File: config.mk
export PLATFORM = sky130hd
export DESIGN_NAME = hrw_window
export DESIGN_NICKNAME = d
export VERILOG_FILES = /design/src/rtl/hrw_pkg.sv /design/src/rtl/hrw_reg_file.sv /design/src/rtl/hrw_cfg_reg.sv /design/src/rtl/hrw_buf_port.sv /design/src/rtl/hrw_window.sv
export SDC_FILE = /design/constraint.sdc
export NUM_CORES = 2
export LEC_CHECK = 0
export BUFFER_PORTS_ARGS = -buffer_cell sky130_fd_sc_hd__buf_2
export CAP_MARGIN = 25
export CORE_MARGIN = 1
export CORE_UTILIZATION = 58
export DETAILED_ROUTE_END_ITERATION = 7
export PLACE_DENSITY = 0.78
export SLEW_MARGIN = 20
export SYNTH_ARGS = -nofsm -noshare
export SYNTH_HDL_FRONTEND = slang
export SYNTH_HIERARCHICAL = 1
export SYNTH_SLANG_ARGS = --single-unit
File: constraint.sdc
create_clock -name clk -period 3.4 [get_ports clk]
set_clock_uncertainty 0.2 [all_clocks]
set_input_delay 0.34 -clock clk [delete_from_list [all_inputs] [get_ports clk]]
set_output_delay 0.34 -clock clk [all_outputs]
set_load 0.05 [all_outputs]
File: src/rtl/hrw_pkg.sv
package hrw_pkg;
    typedef enum logic [1:0] {
        BANK_NODE = 2'b00,
        BANK_HASH = 2'b01,
        BANK_PORT = 2'b10,
        BANK_RSVD = 2'b11
    } bank_e;

    typedef enum logic [1:0] {
        ACC_IDLE  = 2'b00,
        ACC_WRITE = 2'b01,
        ACC_READ  = 2'b10
    } acc_e;

    // Field order is the bit order of the configuration byte, MSB first.
    typedef struct packed {
        logic [1:0] id;
        logic       pwr_on;
        logic       rdy_pol;
        bank_e      bank;
        logic       eop_hi;
        logic       hi_first;
    } cfg_t;

    localparam int unsigned BANK_CNT  = 3;
    localparam int unsigned WIN_REGS  = 8;
endpackage

File: src/rtl/hrw_reg_file.sv
module hrw_reg_file #(
    parameter int unsigned N  = 8,
    localparam int unsigned AW = $clog2(N)
) (
    input  logic          clk,
    input  logic          rst_n,
    input  logic          we,
    input  logic [AW-1:0] waddr,
    input  logic [7:0]    wbyte,
    input  logic [AW-1:0] raddr,
    output logic [7:0]    rbyte
);
    logic [7:0] regs [N];

    for (genvar i = 0; i < N; i++) begin : g_reg
        always_ff @(posedge clk) begin
            if (!rst_n) begin
                regs[i] <= 8'h00;
            end else if (we && (waddr == AW'(i))) begin
                regs[i] <= wbyte;
            end
        end
    end

    assign rbyte = regs[raddr];
endmodule

File: src/rtl/hrw_cfg_reg.sv
module hrw_cfg_reg
    import hrw_pkg::*;
#(
    parameter logic [1:0] CHIP_ID = 2'b10
) (
    input  logic       clk,
    input  logic       rst_n,
    input  logic       we,
    input  logic       w_pwr,
    input  logic [1:0] w_bank,
    input  logic       w_eop,
    input  logic       w_hi,
    input  logic       rdy_pin,
    output cfg_t       cfg
);
    logic  pwr_q;
    bank_e bank_q;
    logic  eop_q;
    logic  hi_q;

    always_ff @(posedge clk) begin
        if (!rst_n) begin
            pwr_q  <= 1'b1;
            bank_q <= BANK_NODE;
            eop_q  <= 1'b0;
            hi_q   <= 1'b0;
        end else if (we) begin
            pwr_q  <= w_pwr;
            bank_q <= bank_e'(w_bank);
            eop_q  <= w_eop;
            hi_q   <= w_hi;
        end
    end

    always_comb begin
        cfg.id       = CHIP_ID;
        cfg.pwr_on   = pwr_q;
        cfg.rdy_pol  = rdy_pin;
        cfg.bank     = bank_q;
        cfg.eop_hi   = eop_q;
        cfg.hi_first = hi_q;
    end

    // configuration holds its value unless written
    a_r4_cfg_hold: assert property (@(posedge clk) disable iff (!rst_n)
        !we |=> ($stable(pwr_q) && $stable(bank_q) && $stable(eop_q) && $stable(hi_q)));
endmodule

File: src/rtl/hrw_buf_port.sv
module hrw_buf_port #(
    parameter int unsigned DEPTH = 64,
    localparam int unsigned AW = $clog2(DEPTH)
) (
    input  logic          clk,
    input  logic          rst_n,
    input  logic          host_wr,
    input  logic          host_rd,
    input  logic          word_mode,
    input  logic          hi_first,
    input  logic [15:0]   wdata,
    input  logic          tx_clr,
    input  logic          rx_clr,
    output logic [15:0]   rd_word,
    input  logic [AW-1:0] net_tx_addr,
    output logic [7:0]    net_tx_byte,
    input  logic          net_rx_we,
    input  logic [AW-1:0] net_rx_addr,
    input  logic [7:0]    net_rx_byte
);
    logic [7:0]    tx_mem [DEPTH];
    logic [7:0]    rx_mem [DEPTH];
    logic [AW-1:0] tx_ptr, rx_ptr;
    logic [AW-1:0] tx_nxt, rx_nxt;
    logic [AW-1:0] step;
    logic [7:0]    first_b, second_b;
    logic [7:0]    rb0, rb1;

    assign step   = word_mode ? AW'(2) : AW'(1);
    assign tx_nxt = tx_ptr + AW'(1);
    assign rx_nxt = rx_ptr + AW'(1);

    // lane selection: which host lane carries the byte at the pointer
    assign first_b  = (word_mode && hi_first) ? wdata[15:8] : wdata[7:0];
    assign second_b = hi_first ? wdata[7:0] : wdata[15:8];

    always_ff @(posedge clk) begin
        if (!rst_n) begin
            tx_ptr <= '0;
        end else if (tx_clr) begin
            tx_ptr <= '0;
        end else if (host_wr) begin
            tx_ptr <= tx_ptr + step;
        end
    end

    always_ff @(posedge clk) begin
        if (!rst_n) begin
            rx_ptr <= '0;
        end else if (rx_clr) begin
            rx_ptr <= '0;
        end else if (host_rd) begin
            rx_ptr <= rx_ptr + step;
        end
    end

    always_ff @(posedge clk) begin
        if (host_wr) begin
            tx_mem[tx_ptr] <= first_b;
            if (word_mode) begin
                tx_mem[tx_nxt] <= second_b;
            end
        end
    end

    always_ff @(posedge clk) begin
        if (net_rx_we) begin
            rx_mem[net_rx_addr] <= net_rx_byte;
        end
    end

    assign rb0 = rx_mem[rx_ptr];
    assign rb1 = rx_mem[rx_nxt];

    always_comb begin
        if (!word_mode) begin
            rd_word = {8'h00, rb0};
        end else if (hi_first) begin
            rd_word = {rb0, rb1};
        end else begin
            rd_word = {rb1, rb0};
        end
    end

    assign net_tx_byte = tx_mem[net_tx_addr];

    // transmit pointer advances by the access size
    a_r7_tx_step: assert property (@(posedge clk) disable iff (!rst_n)
        (host_wr && !tx_clr) |=> (tx_ptr == $past(tx_ptr + step)));
    // receive pointer advances by the access size
    a_r8_rx_step: assert property (@(posedge clk) disable iff (!rst_n)
        (host_rd && !rx_clr) |=> (rx_ptr == $past(rx_ptr + step)));
    // receive pointer holds without a port read
    a_r10_rx_hold: assert property (@(posedge clk) disable iff (!rst_n)
        (!host_rd && !rx_clr) |=> $stable(rx_ptr));
    // clear brings the pointers to zero
    a_r11_clear: assert property (@(posedge clk) disable iff (!rst_n)
        (tx_clr || rx_clr) |=> ((!$past(tx_clr) || tx_ptr == '0) && (!$past(rx_clr) || rx_ptr == '0)));
endmodule

File: src/rtl/hrw_window.sv
module hrw_window
    import hrw_pkg::*;
#(
    parameter logic [1:0]  CHIP_ID   = 2'b10,
    parameter int unsigned BUF_DEPTH = 64,
    localparam int unsigned BUF_AW   = $clog2(BUF_DEPTH)
) (
    input  logic              clk,
    input  logic              rst_n,
    input  logic              host_wr,
    input  logic              host_rd,
    input  logic [3:0]        host_addr,
    input  logic [15:0]       host_wdata,
    input  logic              word_mode,
    input  logic              rdy_pol_pin,
    input  logic              eop_pin,
    output logic [15:0]       host_rdata,
    output logic              host_rvalid,
    output logic              pwr_on,
    output logic              eop_asserted,
    input  logic [BUF_AW-1:0] net_tx_addr,
    output logic [7:0]        net_tx_byte,
    input  logic              net_rx_we,
    input  logic [BUF_AW-1:0] net_rx_addr,
    input  logic [7:0]        net_rx_byte
);
    localparam int unsigned IDX_W   = $clog2(WIN_REGS);
    localparam logic [IDX_W-1:0] IDX_CFG  = IDX_W'(7);
    localparam logic [IDX_W-1:0] IDX_PORT = IDX_W'(0);
    localparam logic [IDX_W-1:0] IDX_PCLR = IDX_W'(4);

    acc_e             state_q, state_d;
    cfg_t             cfg;
    logic [IDX_W-1:0] idx;
    logic             upper;
    logic             rd_take;
    logic             lo_we, cfg_we;
    logic [BANK_CNT-1:0] bank_we;
    logic [7:0]       lo_rd;
    logic [7:0]       bank_rd [BANK_CNT];
    logic             port_wr, port_rd, pclr_we;
    logic [15:0]      port_word;
    logic [15:0]      rd_c, rdata_q;

    assign idx     = host_addr[IDX_W-1:0];
    assign upper   = host_addr[3];
    assign rd_take = host_rd && !host_wr;

    // ---------------- fixed lower half ----------------
    assign lo_we  = host_wr && !upper && (idx != IDX_CFG);
    assign cfg_we = host_wr && !upper && (idx == IDX_CFG);

    hrw_reg_file #(.N(WIN_REGS)) u_lo (
        .clk   (clk),
        .rst_n (rst_n),
        .we    (lo_we),
        .waddr (idx),
        .wbyte (host_wdata[7:0]),
        .raddr (idx),
        .rbyte (lo_rd)
    );

    hrw_cfg_reg #(.CHIP_ID(CHIP_ID)) u_cfg (
        .clk     (clk),
        .rst_n   (rst_n),
        .we      (cfg_we),
        .w_pwr   (host_wdata[5]),
        .w_bank  (host_wdata[3:2]),
        .w_eop   (host_wdata[1]),
        .w_hi    (host_wdata[0]),
        .rdy_pin (rdy_pol_pin),
        .cfg     (cfg)
    );

    // ---------------- banked upper half ----------------
    for (genvar g = 0; g < BANK_CNT; g++) begin : g_bank
        localparam bit IS_PORT = (g == int'(BANK_PORT));
        logic special;
        assign special = IS_PORT && ((idx == IDX_PORT) || (idx == IDX_PCLR));
        assign bank_we[g] = host_wr && upper && (cfg.bank == bank_e'(g)) && !special;

        hrw_reg_file #(.N(WIN_REGS)) u_bank (
            .clk   (clk),
            .rst_n (rst_n),
            .we    (bank_we[g]),
            .waddr (idx),
            .wbyte (host_wdata[7:0]),
            .raddr (idx),
            .rbyte (bank_rd[g])
        );
    end

    assign port_wr = host_wr && upper && (cfg.bank == BANK_PORT) && (idx == IDX_PORT);
    assign port_rd = rd_take && upper && (cfg.bank == BANK_PORT) && (idx == IDX_PORT);
    assign pclr_we = host_wr && upper && (cfg.bank == BANK_PORT) && (idx == IDX_PCLR);

    hrw_buf_port #(.DEPTH(BUF_DEPTH)) u_port (
        .clk         (clk),
        .rst_n       (rst_n),
        .host_wr     (port_wr),
        .host_rd     (port_rd),
        .word_mode   (word_mode),
        .hi_first    (cfg.hi_first),
        .wdata       (host_wdata),
        .tx_clr      (pclr_we && host_wdata[0]),
        .rx_clr      (pclr_we && host_wdata[1]),
        .rd_word     (port_word),
        .net_tx_addr (net_tx_addr),
        .net_tx_byte (net_tx_byte),
        .net_rx_we   (net_rx_we),
        .net_rx_addr (net_rx_addr),
        .net_rx_byte (net_rx_byte)
    );

    // ---------------- read multiplexer ----------------
    always_comb begin
        rd_c = '0;
        if (!upper) begin
            rd_c = (idx == IDX_CFG) ? {8'h00, cfg} : {8'h00, lo_rd};
        end else begin
            unique case (cfg.bank)
                BANK_NODE: rd_c = {8'h00, bank_rd[0]};
                BANK_HASH: rd_c = {8'h00, bank_rd[1]};
                BANK_PORT: begin
                    if (idx == IDX_PORT)      rd_c = port_word;
                    else if (idx == IDX_PCLR) rd_c = '0;
                    else                      rd_c = {8'h00, bank_rd[2]};
                end
                BANK_RSVD: rd_c = '0;
            endcase
        end
    end

    // ---------------- access state machine ----------------
    always_comb begin
        state_d = ACC_IDLE;
        if (host_wr)      state_d = ACC_WRITE;
        else if (host_rd) state_d = ACC_READ;
    end

    always_ff @(posedge clk) begin
        if (!rst_n) begin
            state_q <= ACC_IDLE;
            rdata_q <= '0;
        end else begin
            state_q <= state_d;
            if (state_d == ACC_READ) rdata_q <= rd_c;
        end
    end

    always_comb begin
        unique case (state_q)
            ACC_IDLE:  begin host_rvalid = 1'b0; host_rdata = '0;      end
            ACC_WRITE: begin host_rvalid = 1'b0; host_rdata = '0;      end
            ACC_READ:  begin host_rvalid = 1'b1; host_rdata = rdata_q; end
            default:   begin host_rvalid = 1'b0; host_rdata = '0;      end
        endcase
    end

    assign pwr_on       = cfg.pwr_on;
    assign eop_asserted = cfg.eop_hi ? eop_pin : !eop_pin;

    // a taken read yields valid data next cycle
    a_r10_rvalid: assert property (@(posedge clk) disable iff (!rst_n)
        rd_take |=> host_rvalid);
    // no read taken, no valid data, and data is zero
    a_r10_quiet: assert property (@(posedge clk) disable iff (!rst_n)
        !rd_take |=> (!host_rvalid && host_rdata == 16'h0000));
    // reserved bank reads return zero
    a_r3_rsvd_zero: assert property (@(posedge clk) disable iff (!rst_n)
        (rd_take && upper && cfg.bank == BANK_RSVD) |=> (host_rdata == 16'h0000));
    // reserved bank writes touch no banked storage
    a_r3_rsvd_nowrite: assert property (@(posedge clk) disable iff (!rst_n)
        (cfg.bank == BANK_RSVD) |-> (bank_we == '0 && !port_wr && !pclr_we));
    // register reads keep the upper lane at zero
    a_r9_reg_upper_zero: assert property (@(posedge clk) disable iff (!rst_n)
        (rd_take && !upper) |=> (host_rdata[15:8] == 8'h00));
endmodule

==> parameters.txt <==
Parameter                              Value

Outcome
  Result of the run    finished, violations left
  Violations in the final reports    negative setup slack

Route
  Count of TritonRoute iterations in the first routing pass    6
  Drt wl/cell    29.8 um
  Total wirelength of the detailed-routed design    180000 um
  Post-detailed-route via-to-cell ratio    6.95
  Remaining antenna violation count    0
  Overall via count from detail_route    42000
  # DRC    0
  First-iteration detailed-routing DRC count    5873

STA
  Worst hold slack    59.8 ps
  Number of endpoints with negative hold slack in the final report    0
  Unrepaired setup endpoints after global routing    yes
  Max-slew violation total from the final report    0
  Tightest Pin Transition    1090 ps
  Setup total negative slack    -430 ps
  Post-route worst setup slack    -107 ps
  Max-slew headroom    27.3%
  Post-route fraction of the period consumed by the critical path    103%
  Final critical-path required period    3510 ps
  Number of setup violations in the final report    5
  Maximum operating frequency    285 MHz

Finish
  Synth-to-layout area growth    14.6%
  Post-layout nets    4488
  Ratio of cells with drive above 1 in the final layout    28.1%
  Fillers    7385
  Final instance area    74400 um^2

Logic synthesis
  Flip-flop cell with the highest count after synthesis    edfxtp_1
  Async SR Flop Fraction    0%
  List of most frequent post-synthesis cells    edfxtp_1, mux2i_1, mux4_2
  Yosys synthesis warning count    6
  Yosys top cell by area    edfxtp_1
  Cell types with the largest area share after synthesis    edfxtp_1, mux4_2, mux2i_1, mux4_1, nor3_1
  Count leader, synth    edfxtp_1
  Fraction of post-synthesis cell area in the top cell type by area    59.2%
  Number of unique standard cell types used by synthesis    71
  Cells after synthesis    4152
  Cell area after synthesis    65000 um^2
  Register bit total from synthesis    1321
  Synthesized netlist net count    4208
  Mean cell area of the mapped netlist    15.6 um^2
  Number of enable flip-flop cells after synthesis    1280
  Sequential fraction of the synthesis area    60.4%

Critical path
  CP dominant cell by count    mux4_2
  Worst Path Max Fanout    1
  Master of the slowest instance on the critical path    mux4_2
  Critical path required time    2860 ps
  Type of element capturing the critical path    output pin
  CP Data Arrival Time    2970 ps
  Critical path buffer and inverter count    1
  Classification of the worst setup path    reg2out
  Worst path max stage delay    570 ps
  CP startpoint kind    flop
  Setup slack, reg-to-reg    -70 ps
  Top Family by Delay on Critical Path    multiplexers
  List of cells traversed by the critical path    mux4_2, mux4_2, mux4_2, buf_6

Clock network
  Clock sink total    1321
  Clock buffers created by TritonCTS    135
  Clock network latency to the later pin of the worst-skew pair    750 ps
  Clock input transition at the sequential cells of the worst setup and hold paths    60 ps
  Setup bufs post-CTS    0
  Clock tree from TritonCTS    built
  Root cell of the clock tree    clkbuf_16
  Number of H-tree levels    4
  Max Root-Sink Buffers    3

Die
  Starting Density    58.6%
  Horizontal die dimension    337 um
  Floorplan die area    113000 um^2
  Core region area    111000 um^2
  Number of top-level pins    75
  Die span in y    337 um
  Site Rows    122

Power and ir drop
  Reported leakage power    0.0241 uW
  Power density over cell area    469 nW/um^2
  Largest voltage drop on the vdd net    0.538 mV

Placement
  IO buf count    74
  Total half-perimeter wirelength after legalization and detailed placement    117000 um
  Weighted congestion at the end of routability-driven global placement    0.964
  DP Worst Slack    51.0 ps
  Standard cell area after detailed placement    69600 um^2

Global routing
  Leftover overflow at the end of global routing    0
  Vias in the first global route    41500
  Antenna violations before repair    4
  Maximum number of pins on one net before global-route repair    120
  Global-route wire length before repair    267000 um
  Total global routing track utilization    32.0%

Hold path
  Hold WC Path Type    in2reg

Flow run
  # Max-Cap Violations    0
-- power breakdown --
part | internal, uW | switching (uW)
clock network | 8350 | 6430
registers | 18000 | 64.2
logic | 761 | 1290
-- worst reg2reg max path, delay by kind of cell (launching register included) --
kind	cells	cell delay [ps]
fa+ha+maj	1	380
flops	1	360
buf+inv	2	310
mux	4	1170
compound gates	3	680
simple gates	1	260
-- state kept, by name, indices dropped and copies added (netlist names), named ones only --
name	flops
u_cfg/eop_q	1
u_port/rx_mem	512
state_q	2
u_cfg/pwr_q	1
rdata_q	16
u_lo/regs	64
g_bank.u_bank/regs	192
u_port/tx_ptr	6
u_port/tx_mem	512
u_port/rx_ptr	6
u_cfg/bank_q	2
u_cfg/hi_q	1
-- per-stage QoR --
step                cells  utilization, %  power [uW]
finish               6035            67.1       34900
global route         6034            67.1       35800
CTS                  6030            67.0       35000
detailed placement   5765            62.8       20400
global placement     5758            62.7       20300
floorplan            4152               -       19600
-- layout make-up --
cell class,instances,area [um^2],area share (%)
Timing Repair Buffer,528,4580,6.16
Clock buffer,167,3620,4.87
Clock inverter,83,795,1.07
Tap cell,1488,1860,2.50
Inverter,41,154,0.207
Sequential cell,1321,39300,52.8
Antenna cell,2,5.00,0.00673
Multi-Input combinational cell,2405,24100,32.4
-- worst paths after layout --
check	start	endpoint	cells after the start
worst max-delay path	u_port/tx_mem[51][0]$_DFFE_PP_	net_tx_byte[0]	4
worst min-delay path	host_addr[3]	rdata_q[4]$_SDFFE_PN0N_	4
worst max register to register	u_port/rx_ptr[0]$_SDFFE_PP0P_	rdata_q[4]$_SDFFE_PN0N_	11
worst min register to register	rdata_q[13]$_SDFFE_PN0N_	rdata_q[13]$_SDFFE_PN0N_	2
-- cells by family after synthesis --
| logic type | synth area share, % |
|---|---|
| flip-flops | 60.4 |
| multiplexers | 25.1 |
| AND/OR/NAND/NOR | 6.91 |
| AO/OA/AOI/OAI | 4.16 |
| buffers and inverters | 2.95 |
| XOR/XNOR | 0.227 |
| adder cells (fa/ha/maj) | 0.177 |
| other | 0.0116 |
-- cell usage in the layout, fill, tap and decap left out, types with 27 or more instances in the layout --
cell / count
mux2_2: 50
and2_1: 28
edfxtp_1: 1280
a21oi_1: 167
buf_12: 52
mux4_1: 60
clkbuf_16: 139
nor4_1: 65
inv_1: 40
nor2_2: 41
o22ai_1: 53
mux4_2: 419
nand3_1: 62
nor2b_1: 27
dfxtp_1: 36
nor2_1: 256
buf_2: 61
mux2i_1: 451
nand2_1: 152
a22oi_1: 40
buf_4: 385
nor3_1: 201
o21ai_0: 86
clkinv_2: 27
-- what timing repair did --
| action | in CTS | in global routing |
|---|---|---|
| resized for setup | 29 | 19 |
| hold buffers | 15 | 2 |
| setup endpoints to repair | 9 | 14 |
| endpoints found under the hold margin | 149 | 128 |
-- metal layers --
layer	up-vias	wire length [um]	global-route usage [%]
met5	-	24	0
met4	4	9720	15.8
met3	566	19700	5.89
met2	2973	86500	50.9
met1	21100	64200	42.9
li1	17300	-	-
(Power assumes the default switching activity.)
